**config.mk**
```make
export PLATFORM = sky130hd
export DESIGN_NAME = can_intid_arb
export DESIGN_NICKNAME = d
export VERILOG_FILES = /design/src/rtl/can_intid_arb.sv
export SDC_FILE = /design/constraint.sdc
export NUM_CORES = 1
export LEC_CHECK = 0
export BUFFER_PORTS_ARGS = -buffer_cell sky130_fd_sc_hd__buf_2
export CAP_MARGIN = 10
export CORE_UTILIZATION = 39
export DETAILED_ROUTE_END_ITERATION = 10
export PLACE_DENSITY_LB_ADDON = 0.25
export SYNTH_ARGS = -nofsm -noshare
export SYNTH_HDL_FRONTEND = slang
export SYNTH_SLANG_ARGS = --single-unit
```
**constraint.sdc**
```tcl
create_clock -name clk -period 3.4 [get_ports clk]
set_clock_uncertainty 0.1 [all_clocks]
set_input_delay 0.51 -clock clk [delete_from_list [all_inputs] [get_ports clk]]
set_output_delay 0.51 -clock clk [all_outputs]
set_load 0.1 [all_outputs]
```
**src/rtl/can_intid_arb.sv**
```systemverilog
module can_intid_arb #(
  parameter int NUM_OBJ = 32,
  parameter int ID_W    = 16
) (
  input  logic               clk,
  input  logic               rst,
  input  logic [NUM_OBJ-1:0] obj_pend,
  input  logic               core_err_upd,
  input  logic               core_sts_upd,
  input  logic               cpu_sts_rd,
  input  logic               cpu_sts_wr,
  input  logic               ctl_ie,
  input  logic               ctl_eie,
  input  logic               ctl_sie,
  output logic [ID_W-1:0]    int_id,
  output logic               irq_n
);
  localparam logic [ID_W-1:0] STS_CODE = ID_W'(1) << (ID_W - 1);

  logic            sts_q, sts_d;
  logic [ID_W-1:0] msg_id;

  wire sts_set = (core_err_upd & ctl_eie) | (core_sts_upd & ctl_sie);
  wire sts_clr = cpu_sts_rd & ~cpu_sts_wr;

  assign sts_d = sts_set | (sts_q & ~sts_clr);

  always_comb begin
    msg_id = '0;
    for (int k = NUM_OBJ - 1; k >= 0; k--)
      if (obj_pend[k]) msg_id = ID_W'(k + 1);
  end

  always_ff @(posedge clk) begin
    if (rst) begin
      sts_q  <= 1'b0;
      int_id <= '0;
    end else begin
      sts_q  <= sts_d;
      int_id <= sts_d ? STS_CODE : msg_id;
    end
  end

  assign irq_n = ~(ctl_ie & (int_id != '0));
endmodule


```
Word-level counts from Yosys, hierarchy flattened
Index checks and enable logic that the tools add are counted.
{"block": "word_totals", "output_inout_bits": 17, "in_bits": 41, "regBits": 17}
{"block": "op_classes", "bitwise": 10, "mux": 33, "n_reduce_logical": 7}
{"operator": "2-to-1 mux 16 bit", "count": 32}
{"operator": "OR reduction 33 bit", "count": 1}
{"operator": "OR reduction 17 bit", "count": 1}
{"operator": "nonzero test 16 bit", "count": 1}
{"operator": "OR reduction 9 bit", "count": 1}
{"operator": "2-to-1 mux 6 bit", "count": 1}
{"operator": "AND 1 bit", "count": 5}
{"operator": "OR reduction 5 bit", "count": 1}
{"operator": "inverter 1 bit", "count": 3}
{"operator": "OR reduction 3 bit", "count": 1}
{"operator": "OR 1 bit", "count": 2}
{"operator": "OR reduction 2 bit", "count": 1}

Logic depth before layout (Yosys ltp)
Gate-level depths: netlist (run 1).
{"block": "depth", "ltp_word": 33, "depth_mapped": 5}

Least setup slack after synthesis (run 1)
Ideal clock, no wire load.
{"block": "synth_path", "path_kind": "register to output", "from": "reg int_id[2]", "to": "out irq_n", "stages_incl_launch_ff": 3, "setup_slack_ns": -1.526, "arrival_ns": 4.316, "path_cell_list": "dfxtp_1 or4_1 o41ai_1"}
{"block": "synth_via", "elab_chain_len": 3}
{"element": "start: declaration", "line_no": "15", "text": "output logic [ID_W-1:0] int_id,"}
{"element": "start signal: assignment", "line_no": "40", "text": "int_id <= sts_d ? STS_CODE : msg_id;"}
{"element": "nonzero test 16 bit", "line_no": "44", "text": "assign irq_n = ~(ctl_ie & (int_id != '0));"}
{"element": "AND 1 bit", "line_no": "44"}
{"element": "inverter 1 bit", "line_no": "44"}
{"element": "end: declaration", "line_no": "16", "text": "output logic irq_n"}
No other way between the ends.

Worst setup path in the final report (run 1)
Ends and elaborated chain as after synthesis.

==> impl_metrics.tcl, run 1 <==
set metrics [dict create \
    coreArea_mm2 0.00151 \
    die_area_mm2 0.00178 \
    hold_viol_final 0 \
    synth_ff_type "dfxtp_1" \
    setup_viol 0 \
    finalInstanceArea_um2 891 \
    remaining_drc_errors 0 \
    nFillCells 157 \
    initial_utilization 0.419 \
    num_vias 831 \
    post_cts_buffers 0 \
    critPathLaunchType "register" \
    slew_viol_final 0 \
    rsz0062_at_grt "no" \
    fin_crit_sh 0.707 \
    antenna_found_initial 0 \
    root_buffer "clkbuf_4" \
    final_layout_size_suffix_gt1_frac 0.383 \
    dieHeight_um 42.2 \
    hpwlAfterDp_mm 1.43 \
    via_per_inst 5.29 \
    holdBufCountCts 0 \
    grt_pass1_vias 732 \
    fmax_ghz 0.416 \
    utilization 0.591 \
    cts.clk_slew.worst_paths_ps 50 \
    synthAdderAreaFrac 0 \
    synth_most_common_cell "nor2_1" \
    hold_depth 2 \
    worstReg2RegEnd "int_id[4]" \
    numCtsBuffers 3 \
    cts_tree "yes" \
    timing.hold.ws_ps 350 \
    netlist_top_cells_count "12 x nor2_1, 10 x buf_4, 9 x nor4_1" \
    yosysWarningCount 0 \
    synth-compound-area-share 0.240 \
    reg2reg_from "int_id[15]" \
    worstPathMaxFanout 2 \
    synth_top_family_by_area "simple AND/OR/NAND/NOR gates" \
    total_power_mw 0.296 \
    synth_cell_types 26 \
    hp-start "rst" \
    multi_input_area_um2 445 \
    synth-edff-count 0 \
    ctsResizeCount 0 \
    largest_register_ffs 7 \
    synth-xor-area-share 0 \
    synth_top_area_share 0.222 \
    r2r_setup_slack_ps 1830 \
    leakage_nw 0.427 \
    port-buffer-count 48 \
    cts_buffer_depth 2 \
    worst_skew_pair.late_latency_ps 250 \
    row_count 14 \
    finalCriticalPeriod_ps 2400 \
    critical_path_class "register to output pin" \
    min_to "int_id[15]" \
    reg.largest.list "int_id: 7 flops" \
    final_nets 183 \
    h-tree-depth 1 \
    ios 58 \
    cap_violations 0 \
    seqCellArea_um2 140 \
    power_density_mw_per_mm2 332 \
    worstMarginPinSlew_ps 544 \
    synth_area_um2 631 \
    cp.required_ps 2790 \
    drt_iter0_markers 9 \
    drt_pre_antenna_iters 4 \
    cts.sinks 7 \
    worstPathArrival_ps 1790 \
    grt.total_usage 0.195 \
    status "completed" \
    grt_pass1_wl_mm 2.72 \
    syn_avg_cell_area_um2 6.93 \
    peakVddDrop_mv 0.141 \
    yosysTopAreaCell "dfxtp_1" \
    die-width_um 42.2 \
    place_area_um2 865 \
    area_growth_pct 41.3 \
    drtAntennaViolNets 0 \
    routed_wl_mm 1.64 \
    grt_max_degree 7 \
    ys_ff_latch 7 \
    synth_area_leaders "dfxtp_1 22%, buf_4 12%, nor4_1 8.9%" \
    hp-class "input pin to register" \
    yosys.area_share.simple 0.383 \
    synth.area.mux_share 0 \
    syn_inst 91 \
    relSlewSlack 0.634 \
    reg2reg_depth 4 \
    grt.overflow.total 0 \
    wire_per_inst_um 10.5 \
    place_congestion 0.787 \
    num_antenna_cells 0 \
    largest-register "int_id" \
    ys_seq_area_frac 0.222 \
    tns_ps 0 \
    async_flop_share 0 \
    crit_path_end_kind "output pin" \
]
-- power by group --
group	internal [mW]	switching (mW)	total, mW
Sequential	0.0848	0.00202	0.0868
Combinational	0.0325	0.101	0.134
Clock	0.0448	0.0306	0.0753
-- layout make-up --
cell class / instances / share of cell area
multi-input combinational: 77 / 0.500
tap: 16 / 0.0225
clock buffer: 4 / 0.0295
inverter: 5 / 0.0211
sequential: 7 / 0.157
timing repair buffer: 48 / 0.270
-- stage by stage --
step / cells / setup slack [ps]
after CTS: 157 / 974
after detailed placement: 153 / 1260
after global routing: 157 / 925
after global placement: 153 / 1280
final: 157 / 995
after floorplan: 99 / 410
-- critical path, cell delays in order, from the launching register on --
cell and delay [ps]:
dfxtp_1 300, or4_1 570, o41ai_4 200, buf_2 470
-- worst max path at each step --
stage / start / end
final: int_id[2] / irq_n
after global routing: int_id[2] / irq_n
after detailed placement: int_id[2] / irq_n
after global placement: int_id[2] / irq_n
after CTS: int_id[2] / irq_n
after floorplan: int_id[2] / irq_n
-- logic make-up after synthesis --
kind of cell,after synthesis
flip-flops,7
buffers and inverters,15
other,1
AND/OR/NAND/NOR,45
AO/OA/AOI/OAI,23
-- metal layers --
metal | global-route usage | up-vias | share of wire
met3 | 0.0345 | 4 | 0.083
met1 | 0.208 | 357 | 0.41
met5 | 0 | - | 0
met2 | 0.354 | 42 | 0.49
met4 | 0.113 | 0 | 0.019
li1 | - | 428 | -
-- cells in the final DEF (no fill, tap or decap) --
cell type and instances:
o2111ai_1 1, nor3b_1 1, inv_1 5, nor3b_2 1, nand3b_1 1, dfxtp_1 7
a31oi_1 3, nand2_2 1, nand2_1 5, o21a_1 1, nor2b_1 1, a2111oi_0 2
a222oi_1 1, or4_1 3, conb_1 9, nor3_1 6, o31ai_1 4, nor4_1 9
a21oi_1 7, nand2b_1 2, buf_2 48, nor2_1 12, o21ai_0 3, o41ai_4 1
clkbuf_1 1, and2_1 1, nand3_1 2, clkbuf_4 3
Power figures use the tool's default switching activity.
==> inputs of run 2 (changes only) <==
Settings changed: CORE_UTILIZATION 39 to 36.
Clock period 3.4 ns to 2.4 ns, I/O delays scaled along.
==> run 2 against run 1 <==
Effect of this change: sequential share of layout area grew 0.98 points; combinational power rose by 43%; first-iteration DRC count rose to 2.9 times the previous value; largest power group unchanged; clock-buffer cell count stayed put; final area up 1.7%; setup slack got worse by 910 ps; clock power rose by 35%; core utilization decreased by 1.7 points; sequential cell count is the same; the flow now finishes with violations (DRC); critical path type unchanged; power grew 40%; register-to-register slack worse by 990 ps.
==> impl_metrics.tcl, run 2 (synthesis gave the netlist of run 1 again) <==
set metrics [dict create \
    dieHeight_um 43.9 \
    fin_crit_sh 0.964 \
    area_growth_pct 43.7 \
    final_cell_mix "48 x buf_2, 12 x nor2_1, 9 x nor4_1, 9 x conb_1, 7 x a21oi_1" \
    switching_share 0.449 \
    clock_power_share 0.246 \
    cts.clk_slew.worst_paths_ps 50 \
    reg.largest.list "int_id: 7 flops" \
    routed_wl_mm 1.65 \
    leakage_nw 0.428 \
    critPathLaunchType "register" \
    grt_pass1_wl_mm 2.70 \
    crit_path_end_kind "output pin" \
    final_layout_size_suffix_gt1_frac 0.411 \
    post_cts_buffers 0 \
    finalCriticalPeriod_ps 2310 \
    slew_viol_final 0 \
    coreArea_mm2 0.00158 \
    grt.overflow.total 0 \
    cp.required_ps 1940 \
    worst_skew_pair.late_latency_ps 240 \
    hold_viol_final 0 \
    cts.sinks 7 \
    h-tree-depth 1 \
    worstPathMaxFanout 3 \
    root_buffer "clkbuf_4" \
    cap_violations 0 \
    cts_tree "yes" \
    place_congestion 0.769 \
    violations "DRC" \
    hpwlAfterDp_mm 1.43 \
    die-width_um 43.9 \
    num_vias 818 \
    rsz0062_at_grt "no" \
    initial_utilization 0.400 \
    finalNonFillerCells 157 \
    drtAntennaViolNets 0 \
    cts_buffer_depth 2 \
    timing.hold.ws_ps 216 \
    grt_pass1_vias 708 \
    ctsResizeCount 0 \
    drt_iter0_markers 26 \
    die_area_mm2 0.00192 \
    antenna_found_initial 0 \
    power_density_mw_per_mm2 457 \
    utilization 0.575 \
    holdBufCountCts 0 \
    tns_ps 0 \
    drt_pre_antenna_iters 9 \
    layout_commonest_cell "buf_2" \
    peakVddDrop_mv 0.209 \
    seqPwrFrac 0.291 \
    num_antenna_cells 0 \
    remaining_drc_errors 2 \
    grt_max_degree 7 \
    place_ws_ps 343 \
    p_int_mw 0.228 \
    p_comb_frac 0.463 \
    worstPathArrival_ps 1850 \
    switchingPower_mw 0.186 \
    setup_viol 0 \
    numCtsBuffers 3 \
    largest_register_ffs 7 \
    wire_per_inst_um 10.5 \
    relSlewSlack 0.661 \
    hp-class "input pin to register" \
    worst_slack_ps 85.8 \
    via_per_inst 5.21 \
    critical_path_class "register to output pin" \
    largest-register "int_id" \
    grt.total_usage 0.184 \
    place_inst 153 \
    fmax_ghz 0.432 \
    final_nets 183 \
    port-buffer-count 48 \
    worstMarginPinSlew_ps 504 \
    row_count 14 \
    ios 58 \
    status "complete, but fails checks" \
]
==> run 2: cell counts in the layout (fill, tap and decap cells not counted) <==
No cell type changed its count.
==> run 2: routing by layer <==
layer | part of all wire | wire [um] | global-route usage
met2 | 0.50 | 827 | 0.352
met5 | 0 | 0 | 0
met1 | 0.41 | 673 | 0.210
met4 | 0 | 0 | 0.0545
met3 | 0.090 | 149 | 0.0250
==> run 2: power groups by stage <==
stage / combinational [mW] / clock, mW / sequential, mW
after global placement: 0.189 / 0 / 0.122
after detailed placement: 0.191 / 0 / 0.123
after CTS: 0.192 / 0.106 / 0.120
final: 0.192 / 0.102 / 0.120
after global routing: 0.204 / 0.116 / 0.121
after floorplan: 0.131 / 0 / 0.139
==> run 2: path summary, 6_finish.rpt <==
| path | from | end | slack, ps | depth (start not counted) |
|---|---|---|---|---|
| worst max-delay path | int_id[15] | irq_n | 90 | 3 |
| worst min-delay path | rst | int_id[15] | 220 | 2 |
| worst max register to register | int_id[15] | int_id[5] | 840 | 4 |
| worst min register to register | int_id[15] | int_id[15] | 510 | 2 |
==> run 2: final cells by class <==
class / count / area, um^2
Fill cell: 164 / 671
Multi-Input combinational cell: 77 / 449
Timing Repair Buffer: 48 / 240
Sequential cell: 7 / 151
Clock buffer: 4 / 26.3
Tap cell: 16 / 20.0
Inverter: 5 / 18.8
==> run 2: worst max-delay path: stages, from the launching register on <==
cell     delay [ps]
dfxtp_1         320
or4_4           540
o41ai_4         280
buf_2           470
==> run 2: stage by stage <==
step	power, mW	instance area [um^2]
after floorplan	0.270	694
after global placement	0.312	880
after detailed placement	0.314	880
after CTS	0.418	906
after global routing	0.440	906
final	0.414	906
